## src/rtl/lc_pkg.sv

```systemverilog
package lc_pkg;
  localparam int unsigned LC_ELEMS = 4;
  localparam int unsigned LC_LUT_K = 4;
  localparam int unsigned LC_EXT   = 8;
  localparam int unsigned LC_CTXS  = 4;
  localparam int unsigned LC_DWELL_W = 4;

  function automatic int unsigned cfg_width(int unsigned k, int unsigned sel_w);
    return (2 ** k) + k * sel_w;
  endfunction
endpackage

```

## src/rtl/lc_ctx_seq.sv

```systemverilog
module lc_ctx_seq #(
  parameter int unsigned N_CTX   = 4,
  parameter int unsigned DWELL_W = 4,
  localparam int unsigned CTX_W  = $clog2(N_CTX)
) (
  input  logic               clk,
  input  logic               rst_n,
  input  logic               run,
  input  logic [DWELL_W-1:0] dwell,
  input  logic [CTX_W-1:0]   ctx_last,
  output logic [CTX_W-1:0]   ctx_q,
  output logic [CTX_W-1:0]   ctx_d,
  output logic               adv
);
  logic [DWELL_W-1:0] cnt_q, cnt_d;
  logic               cnt_en;

  always_comb begin
    adv    = run && (cnt_q >= dwell);
    cnt_en = run;
    cnt_d  = adv ? '0 : cnt_q + 1'b1;
    ctx_d  = ctx_q;
    if (adv) begin
      ctx_d = (ctx_q >= ctx_last) ? '0 : ctx_q + 1'b1;
    end
  end

  always_ff @(posedge clk or negedge rst_n) begin
    if (!rst_n) begin
      cnt_q <= '0;
      ctx_q <= '0;
    end else if (cnt_en) begin
      cnt_q <= cnt_d;
      ctx_q <= ctx_d;
    end
  end

  assert_ctx_hold_R6: assert property (@(posedge clk) disable iff (!rst_n)
    !run |=> $stable(ctx_q));
  assert_ctx_wrap_R6: assert property (@(posedge clk) disable iff (!rst_n)
    (adv && (ctx_q >= ctx_last)) |=> (ctx_q == '0));
  assert_ctx_step_R6: assert property (@(posedge clk) disable iff (!rst_n)
    (adv && (ctx_q < ctx_last)) |=> (ctx_q == $past(ctx_q) + 1'b1));
  assert_ctx_dwell_R6: assert property (@(posedge clk) disable iff (!rst_n)
    (run && !adv) |=> $stable(ctx_q));
endmodule

```

## src/rtl/lc_cfg_slot.sv

```systemverilog
module lc_cfg_slot #(
  parameter int unsigned N_CTX = 4,
  parameter int unsigned CFG_W = 32,
  localparam int unsigned CTX_W = $clog2(N_CTX)
) (
  input  logic             clk,
  input  logic             rst_n,
  input  logic             wr_en,
  input  logic [CTX_W-1:0] wr_ctx,
  input  logic [CFG_W-1:0] wr_word,
  input  logic             load_en,
  input  logic [CTX_W-1:0] load_ctx,
  output logic [CFG_W-1:0] work_word
);
  logic [CFG_W-1:0] store_q [N_CTX];
  logic [CFG_W-1:0] store_d [N_CTX];
  logic [CFG_W-1:0] work_q, work_d;

  always_comb begin
    for (int c = 0; c < N_CTX; c++) begin
      store_d[c] = store_q[c];
    end
    if (wr_en) begin
      store_d[wr_ctx] = wr_word;
    end
    work_d = load_en ? store_q[load_ctx] : work_q;
  end

  always_ff @(posedge clk or negedge rst_n) begin
    if (!rst_n) begin
      for (int c = 0; c < N_CTX; c++) begin
        store_q[c] <= '0;
      end
      work_q <= '0;
    end else begin
      for (int c = 0; c < N_CTX; c++) begin
        store_q[c] <= store_d[c];
      end
      work_q <= work_d;
    end
  end

  assign work_word = work_q;

  assert_work_steady_R8: assert property (@(posedge clk) disable iff (!rst_n)
    !load_en |=> $stable(work_word));
endmodule

```

## src/rtl/lc_xbar.sv

```systemverilog
module lc_xbar #(
  parameter int unsigned N_SRC = 12,
  parameter int unsigned K     = 4,
  parameter int unsigned SEL_W = 4
) (
  input  logic [N_SRC-1:0]   src,
  input  logic [K*SEL_W-1:0] sel_bus,
  output logic [K-1:0]       pick
);
  always_comb begin
    for (int i = 0; i < K; i++) begin
      pick[i] = 1'b0;
      if (int'(sel_bus[i*SEL_W +: SEL_W]) < N_SRC) begin
        pick[i] = src[sel_bus[i*SEL_W +: SEL_W]];
      end
    end
  end
endmodule

```

## src/rtl/lc_elem.sv

```systemverilog
module lc_elem #(
  parameter int unsigned N_SRC = 12,
  parameter int unsigned K     = 4,
  parameter int unsigned SEL_W = 4,
  localparam int unsigned TBL_W = 2 ** K,
  localparam int unsigned CFG_W = TBL_W + K * SEL_W
) (
  input  logic             clk,
  input  logic             rst_n,
  input  logic             run,
  input  logic [CFG_W-1:0] cfg_word,
  input  logic [N_SRC-1:0] src,
  output logic             q,
  output logic             f
);
  logic [K-1:0] lut_in;
  logic [K-1:0] dead;
  logic         q_d;

  lc_xbar #(.N_SRC(N_SRC), .K(K), .SEL_W(SEL_W)) i_xbar (
    .src     (src),
    .sel_bus (cfg_word[CFG_W-1:TBL_W]),
    .pick    (lut_in)
  );

  always_comb begin
    f   = cfg_word[lut_in];
    q_d = f;
    for (int i = 0; i < K; i++) begin
      dead[i] = int'(cfg_word[TBL_W + i*SEL_W +: SEL_W]) >= N_SRC;
    end
  end

  always_ff @(posedge clk or negedge rst_n) begin
    if (!rst_n) begin
      q <= 1'b0;
    end else if (run) begin
      q <= q_d;
    end
  end

  assert_ff_hold_R5: assert property (@(posedge clk) disable iff (!rst_n)
    !run |=> $stable(q));
  assert_ff_capture_R5: assert property (@(posedge clk) disable iff (!rst_n)
    run |=> (q == $past(f)));
  assert_dead_sel_R3: assert property (@(posedge clk) disable iff (!rst_n)
    (&dead) |-> (f == cfg_word[0]));
endmodule

```

## src/rtl/lc_cluster.sv

```systemverilog
module lc_cluster
  import lc_pkg::*;
#(
  parameter int unsigned N_ELEM  = LC_ELEMS,
  parameter int unsigned K       = LC_LUT_K,
  parameter int unsigned N_EXT   = LC_EXT,
  parameter int unsigned N_CTX   = LC_CTXS,
  parameter int unsigned DWELL_W = LC_DWELL_W,
  localparam int unsigned N_SRC  = N_EXT + N_ELEM,
  localparam int unsigned SEL_W  = $clog2(N_SRC + 1),
  localparam int unsigned CFG_W  = cfg_width(K, SEL_W),
  localparam int unsigned CTX_W  = $clog2(N_CTX),
  localparam int unsigned ELEM_W = $clog2(N_ELEM)
) (
  input  logic               clk,
  input  logic               rst_n,
  input  logic               run,
  input  logic [DWELL_W-1:0] dwell,
  input  logic [CTX_W-1:0]   ctx_last,
  input  logic               cfg_we,
  input  logic [CTX_W-1:0]   cfg_ctx,
  input  logic [ELEM_W-1:0]  cfg_elem,
  input  logic [CFG_W-1:0]   cfg_word,
  input  logic [N_EXT-1:0]   x_in,
  output logic [2*N_ELEM-1:0] y_out,
  output logic [CTX_W-1:0]   ctx_idx
);
  logic              rst_meta_q, rst_core_n;
  logic [CTX_W-1:0]  ctx_q, ctx_d;
  logic              adv, load_en;
  logic [N_ELEM-1:0] q_all, f_all;
  logic [N_SRC-1:0]  src;

  always_ff @(posedge clk or negedge rst_n) begin
    if (!rst_n) begin
      rst_meta_q <= 1'b0;
      rst_core_n <= 1'b0;
    end else begin
      rst_meta_q <= 1'b1;
      rst_core_n <= rst_meta_q;
    end
  end

  lc_ctx_seq #(.N_CTX(N_CTX), .DWELL_W(DWELL_W)) i_seq (
    .clk      (clk),
    .rst_n    (rst_core_n),
    .run      (run),
    .dwell    (dwell),
    .ctx_last (ctx_last),
    .ctx_q    (ctx_q),
    .ctx_d    (ctx_d),
    .adv      (adv)
  );

  always_comb begin
    load_en = !run || adv;
    src     = {q_all, x_in};
  end

  for (genvar e = 0; e < N_ELEM; e++) begin : g_elem
    logic [CFG_W-1:0] work;
    logic             wr_sel;

    assign wr_sel = cfg_we && (cfg_elem == ELEM_W'(e));

    lc_cfg_slot #(.N_CTX(N_CTX), .CFG_W(CFG_W)) i_slot (
      .clk       (clk),
      .rst_n     (rst_core_n),
      .wr_en     (wr_sel),
      .wr_ctx    (cfg_ctx),
      .wr_word   (cfg_word),
      .load_en   (load_en),
      .load_ctx  (ctx_d),
      .work_word (work)
    );

    lc_elem #(.N_SRC(N_SRC), .K(K), .SEL_W(SEL_W)) i_elem (
      .clk      (clk),
      .rst_n    (rst_core_n),
      .run      (run),
      .cfg_word (work),
      .src      (src),
      .q        (q_all[e]),
      .f        (f_all[e])
    );

    assign y_out[2*e]   = q_all[e];
    assign y_out[2*e+1] = f_all[e];
  end

  assign ctx_idx = ctx_q;

  assert_idle_ctx_R7: assert property (@(posedge clk) disable iff (!rst_core_n)
    !run |=> (ctx_idx == $past(ctx_idx)));
  assert_regs_hold_R5: assert property (@(posedge clk) disable iff (!rst_core_n)
    !run |=> (q_all == $past(q_all)));
endmodule

```

## config.mk

```make
export PLATFORM = sky130hd
export DESIGN_NAME = lc_cluster
export DESIGN_NICKNAME = d
export VERILOG_FILES = /design/src/rtl/lc_pkg.sv /design/src/rtl/lc_ctx_seq.sv /design/src/rtl/lc_cfg_slot.sv /design/src/rtl/lc_xbar.sv /design/src/rtl/lc_elem.sv /design/src/rtl/lc_cluster.sv
export SDC_FILE = /design/constraint.sdc
export NUM_CORES = 1
export LEC_CHECK = 0
export CAP_MARGIN = 20
export CORE_MARGIN = 10
export CORE_UTILIZATION = 55
export DETAILED_ROUTE_END_ITERATION = 16
export DONT_BUFFER_PORTS = 1
export PLACE_DENSITY_LB_ADDON = 0.25
export RECOVER_POWER = 50
export SYNTH_ARGS = -nofsm -noshare
export SYNTH_HDL_FRONTEND = slang
export SYNTH_SLANG_ARGS = --single-unit
```

## constraint.sdc

```tcl
create_clock -name clk -period 31.5 [get_ports clk]
set_input_delay 6.3 -clock clk [delete_from_list [all_inputs] [get_ports clk]]
set_output_delay 6.3 -clock clk [all_outputs]
set_load 0.005 [all_outputs]
```

==> results by group, run 1 <==
Cells and area
  • Final #Nets: 2,486
  • # fillers: 4,193
  • Storage element area: 16,300 um^2
  • Antenna Cells: 0
  • Area delta synth->final: 8.75%
  • Share of layout cells above drive strength 1: 33.8%
  • Multi-input logic area: 13,000 um^2

Drt
  • Post-route ant nets: 0
  • Drt first-iter violations: 1,510
  • Routed wire per std cell: 24.9 um
  • DR vias/cell: 6.30
  • Post-Route WL: 79,000 um
  • Drt first pass iters: 5
  • DRC violations left: 0
  • Routed via count: 19,966

Global routing
  • Gr ovfl total: 0
  • Vias in the first global route: 20,287
  • Global-route usage over all layers: 25.0%
  • First-pass GRT wire length: 123,000 um
  • Pin count of the biggest net entering global routing: 166
  • Antenna violations before repair: 0

Yosys
  • Post-synthesis mux area share: 25.0%
  • Synth Area in Simple Gates: 11.9%
  • Most common cell in the netlist: dfrtp_1
  • Netlist Area Pre-Place: 30,100 um^2
  • Yosys warnings: 0
  • Synth area leader: dfrtp_1
  • Post-synth net total: 2,586
  • EDFF count, synth: 0
  • Cell variety after synth: 40
  • Synth top cells by count: dfrtp_1 (652), mux2_2 (517), nor2_1 (407), nand2_1 (266), clkbuf_1 (166)
  • Top-area cell type share of the netlist area: 54.3%
  • Synth area leaders: dfrtp_1 (54%), mux2_2 (19%), nor2_1 (5.1%), o221a_2 (4.8%), mux4_2 (3.4%)
  • Syn avg cell area: 11.9 um^2
  • #FFs+latches synth: 652
  • Register area share after synthesis: 54.3%
  • Synth Area in Adders: 0.291%
  • Synth Area in Compound Gates: 5.70%
  • Largest family of logic cells by synthesized area: multiplexers
  • Ys flop type: dfrtp_1
  • Asr flop ratio synth: 100%
  • Cells after Synth: 2,525
  • XOR/XNOR Fraction of Synth Area: 0%

Die
  • Die H: 254 um
  • Row count: 85
  • Starting Density: 55.7%
  • DIE WIDTH: 254 um
  • Io pins: 64
  • Die area: 64,400 um^2
  • Core area: 53,900 um^2

STA
  • Fmax: 68.7 MHz
  • Slew HR: -174%
  • Tcrit/Tclk final: 46.2%
  • Hold Violations, Final: 0
  • Fin. max-slew vios: 665
  • Setup TNS: 0 ns
  • Hold_ws: 0.353 ns
  • Worst-margin pin slew: 4.11 ns
  • Fin crit period: 14.56 ns
  • RSZ-0062 raised after global routing: no
  • Final setup fails: 0
  • Final worst clock skew: 0.0250 ns

CTS
  • Cts repair resizes: 0
  • Clock root cell: clkbuf_16
  • Post-CTS Setup Repair Bufs: 0
  • CTS tree: yes
  • Clk slew on worst S/H paths: 0.06 ns
  • Htree depth: 3
  • Hold_buf cts: 0
  • TritonCTS Sinks: 652
  • Worst-Skew Late Latency: 0.62 ns
  • Num CTS Buffers: 69
  • Clock Path Buffers: 3

Pwr
  • Leak: 14.2 nW
  • Power Dens Cells: 100 nW/um^2
  • Worst VDD drop: 0.0000722 V

Worst setup path
  • Max FO, Critical Path: 16
  • Worst-path cell chain: mux4_1, and3b_1, a31oi_4, mux2i_1, mux4_2, mux2i_4
  • Crit Path Category: in -> out
  • CP Launch Type: input port
  • Critical path arrival: 8.26 ns
  • Origin of the critical flop-to-flop path: rst_core_n
  • Largest stage delay on the critical path: 0.49 ns
  • WP data required: 25.20 ns
  • CP Launch Point: x_in[5]
  • CP max stage cell: mux4_2
  • Worst setup EP type: primary output

Hold path
  • Hold path startpoint: rst_meta_q
  • Worst hold path class: reg -> reg

Run status
  • Status: finished, violations left
  • Failing checks: capacitance limit, slew limit

Placed design
  • # port buffers: 0
  • Gpl congestion: 0.829
  • Final HPWL from detailed placement: 46,100 um

Job
  • Max-cap violations: 10
cell type report:
type | instances | area share, %
inverters | 14 | 0.184
clock buffers | 102 | 6.16
flip-flops and latches | 652 | 49.9
well taps | 696 | 2.66
multi-input cells | 1654 | 39.7
clock inverters | 16 | 0.643
repair buffers | 34 | 0.743
cell usage in the layout (no fill, tap or decap), types with 4 or more instances in the layout:
master     instances
dfrtp_1          652
mux2_2           517
nor2_1           399
nand2_1          263
nand3_1          137
o221a_2          127
clkbuf_16         71
mux2i_1           53
mux4_2            45
clkbuf_1          29
nand3b_1          23
buf_4             22
inv_1             13
o21ai_0           13
clkbuf_8          12
nand2b_1           9
nor2_4             8
clkinv_2           8
ha_1               7
a21oi_1            5
bufinv_16          4
power by group:
part / switching [W] / internal (W)
registers: 0.000247 / 0.00109
logic: 0.000590 / 0.000545
clock network: 0.000327 / 0.000475
critical path, delay by kind of cell:
| kind | cells | cell delay, ns |
|---|---|---|
| and+or+nand+nor | 1 | 0.21 |
| AOI/OAI and AO/OA | 1 | 0.35 |
| muxes | 4 | 1.39 |
flip-flops by register name, summed over array words and instances (netlist names):
register,flops
g_elem.i_slot.store_q,512
g_elem.i_slot.work_word,128
g_elem.i_elem.q,4
i_seq.cnt_q,4
i_seq.ctx_q,2
rst_core_n,1
rst_meta_q,1
through the flow:
step                      cell area [um^2]  cells  total power (W)  worst slack [ns]  utilization [%]
final                                32700   3168          0.00327             16.94             60.6
after global routing                 32700   3168          0.00346             16.82             60.6
after CTS                            32700   3165          0.00328             16.95             60.7
after detailed placement             30500   3047          0.00247             16.94             56.5
after global placement               30500   3046          0.00242             16.99             56.5
after floorplan                      30100   2525          0.00217             11.98                -
final timing paths:
check	end	slack, ns	cells past startpoint
max	y_out[1]	16.94	6
min	rst_core_n	0.35	0
max reg2reg	g_elem[0].i_slot.store_q[123]	19.55	4
min reg2reg	rst_core_n	0.35	0
max in group asynchronous	g_elem[0].i_slot.store_q[123]	19.55	4
min in group asynchronous	g_elem[0].i_slot.store_q[39]	0.90	0
metal layers:
metal | vias up | track usage, % | share of wire (%)
met5 | - | 0 | 0
li1 | 8649 | - | -
met1 | 10465 | 32.8 | 41
met4 | 0 | 9.03 | 3.4
met2 | 683 | 38.8 | 47
met3 | 169 | 7.45 | 8.5
cells by family after synthesis:
logic type,after synthesis
compound gates,165
fa+ha+maj,7
buf+inv,219
flops,652
mux,621
other cells,1
simple gates,860
Power figures use the tool's default switching activity.
==> run 2, diff against run 1 <==
--- a/config.mk
+++ b/config.mk
@@ -5,6 +5,7 @@
 export SDC_FILE = /design/constraint.sdc
 export NUM_CORES = 1
 export LEC_CHECK = 0
+export ABC_AREA = 1
 export CAP_MARGIN = 20
 export CORE_MARGIN = 10
 export CORE_UTILIZATION = 55
==> constraint.sdc (replaced) <==
create_clock -name clk -period 15 [get_ports clk]
set_input_delay 3 -clock clk [delete_from_list [all_inputs] [get_ports clk]]
set_output_delay 3 -clock clk [all_outputs]
set_load 0.005 [all_outputs]
==> run 2 against run 1 <==
  * The flow still finishes with violations (capacitance limit, slew limit)
  * Clock-buffer cell count fell by 4
  * Largest cell class unchanged
  * Sequential share of layout area fell by 0.11 points
  * Hold slack got worse by 0.0051 ns
  * Global-route usage rose by 1.1 points
  * Critical endpoint is now g_elem[2].i_slot.store_q[37]
  * Setup slack got worse by 10 ns
  * Clock skew rose by 0.00095 ns
  * Sequential cell count did not move
  * Non-clock buffer count did not move
  * Synthesized cell count rose by 53%
==> results by group, run 2 <==
CTS
  • CTS tree: yes
  • Clock root cell: clkbuf_16
  • Hold_buf cts: 0
  • Clock Path Buffers: 3
  • TritonCTS Sinks: 652
  • Num CTS Buffers: 69
  • Htree depth: 3
  • Cts repair resizes: 0
  • Clk slew on worst S/H paths: 0.06 ns
  • Worst-Skew Late Latency: 0.62 ns
  • Post-CTS Setup Repair Bufs: 0

Worst setup path
  • CP Launch Type: flop
  • Reg2Reg Setup Slack: 6.91 ns
  • Origin of the critical flop-to-flop path: rst_core_n
  • Top cell by count, worst path: clkbuf_1
  • R2R depth: 3
  • Worst setup EP type: async pin
  • FF-to-FF End: g_elem[2].i_slot.store_q[37]
  • Family with the most delay on the worst path: buffers and inverters
  • Worst-path cell chain: clkbuf_1, clkbuf_1, buf_4
  • Worst Path Buf+Inv: 3
  • Max FO, Critical Path: 73
  • WP data required: 15.67 ns
  • Crit Path Category: reg -> async
  • Largest stage delay on the critical path: 2.84 ns
  • Critical path arrival: 8.76 ns
  • CP max stage cell: clkbuf_1

Die
  • Die area: 65,900 um^2
  • DIE WIDTH: 257 um
  • Core area: 55,300 um^2
  • Die H: 257 um
  • Starting Density: 55.8%
  • Row count: 86
  • Io pins: 64

Cells and area
  • Most frequent cells in the layout: nand2_1 (1,147), o21ai_0 (690), dfrtp_1 (652), nor2_1 (270), inv_1 (239)
  • Largest register FFs: 512
  • Commonest non-fill, non-tap cell in the layout: nand2_1
  • Area delta synth->final: 6.24%
  • Final #Nets: 3,753
  • Antenna Cells: 0
  • Storage element area: 16,300 um^2
  • Final non-filler cell total: 4,486
  • Share of layout cells above drive strength 1: 4.52%
  • # fillers: 5,035
  • Register with the most flip-flops: g_elem.i_slot.store_q
  • Multi-input logic area: 12,200 um^2

Pwr
  • Worst VDD drop: 0.000132 V
  • Leak: 15.8 nW
  • Power Dens Cells: 221 nW/um^2

Placed design
  • # port buffers: 0
  • Placed cell count: 4,369
  • Final HPWL from detailed placement: 51,200 um
  • Gpl congestion: 0.926

STA
  • Fmax: 124 MHz
  • Fin crit period: 8.09 ns
  • Worst-margin pin slew: 3.81 ns
  • Fin. max-slew vios: 1,001
  • Hold Violations, Final: 0
  • Slew HR: -154%
  • Final setup fails: 0
  • Setup TNS: 0 ns
  • RSZ-0062 raised after global routing: no
  • Hold_ws: 0.348 ns
  • Tcrit/Tclk final: 53.9%
  • Final worst clock skew: 0.0260 ns

Yosys
  • Top-area cell type share of the netlist area: 52.9%
  • Asr flop ratio synth: 100%
  • Synth top cells by count: nand2_1 (1,154), o21ai_0 (690), dfrtp_1 (652), nor2_1 (271), inv_1 (239)
  • EDFF count, synth: 0
  • #FFs+latches synth: 652
  • Netlist Area Pre-Place: 30,800 um^2
  • Cell variety after synth: 36
  • Post-synth net total: 3,926
  • Most common cell in the netlist: nand2_1
  • Yosys warnings: 0
  • Ys flop type: dfrtp_1
  • Register area share after synthesis: 52.9%
  • Syn avg cell area: 7.98 um^2
  • Synth area leaders: dfrtp_1 (53%), nand2_1 (14%), o21ai_0 (11%), nor2_1 (3.3%), inv_1 (2.9%)
  • Cells after Synth: 3,865
  • Synth area leader: dfrtp_1

Hold path
  • WHS Endpoint: rst_core_n
  • Hold path cells: 0
  • Hold path startpoint: rst_meta_q
  • Worst hold path class: reg -> reg

Drt
  • Post-Route WL: 86,400 um
  • Drt first pass iters: 7
  • Post-route ant nets: 0
  • DRC violations left: 0
  • Drt first-iter violations: 2,641
  • Routed via count: 25,967
  • Routed wire per std cell: 19.3 um
  • DR vias/cell: 5.79

Job
  • Max-cap violations: 15

Run status
  • Status: finished, violations left
  • Failing checks: capacitance limit, slew limit

Global routing
  • Antenna violations before repair: 0
  • Gr ovfl total: 0
  • First-pass GRT wire length: 138,000 um
  • Global-route usage over all layers: 26.1%
  • Vias in the first global route: 24,372
  • Pin count of the biggest net entering global routing: 109
-- run 2: layout make-up --
type | count | area share, %
clock buffers | 98 | 6.19
clock inverters | 19 | 0.435
inverters | 250 | 2.91
multi-input cells | 2685 | 37.2
flip-flops and latches | 652 | 49.8
well taps | 748 | 2.86
repair buffers | 34 | 0.619
-- run 2: worst max-delay path by stage --
stage | start | end | slack (ns) | cells after the start
floorplan | rst_core_n | g_elem[0].i_elem.q | 4.40 | 0
global placement | x_in[5] | y_out[1] | 7.34 | 10
CTS | x_in[5] | y_out[1] | 7.29 | 10
finish | rst_core_n | g_elem[2].i_slot.store_q[37] | 6.91 | 3
global route | rst_core_n | g_elem[0].i_slot.store_q[63] | 5.37 | 2
detailed placement | x_in[5] | y_out[1] | 7.31 | 10
-- run 2: cells by family (layout without fill, tap and decap cells) --
logic type / count (synthesis) / count (layout) / synth area share (%)
AOI/OAI and AO/OA: 1046 / 1046 / 17.8
xor gates and xnor gates: 2 / 2 / 0.0568
adders and majority gates: 7 / 7 / 0.284
buffers and inverters: 528 / 401 / 7.86
DFF: 652 / 652 / 52.9
other: 1 / 1 / 0.0122
and+or+nand+nor: 1629 / 1629 / 21.1
-- run 2: per-layer routing --
metal | share of wire (%) | GRT usage (%)
met5 | 0 | 0
met4 | 3.0 | 8.20
met3 | 8.3 | 4.98
met2 | 45 | 40.8
met1 | 44 | 36.3
-- run 2: where the power goes --
part | leakage (nW) | internal [W] | switching [W]
sequential | 8.10 | 0.00225 | 0.000419
combinational | 6.59 | 0.000940 | 0.00200
clock | 1.08 | 0.000942 | 0.000707
-- run 2: stage by stage --
step                      area [um^2]  setup WS [ns]  total power, W  utilization, %
after floorplan                 30800           4.40         0.00494               -
after global placement          30700           7.34         0.00552            55.4
final                           32800           6.91         0.00726            59.2
after global routing            32800           5.37         0.00781            59.2
after CTS                       32800           7.29         0.00723            59.3
after detailed placement        30700           7.31         0.00557            55.4
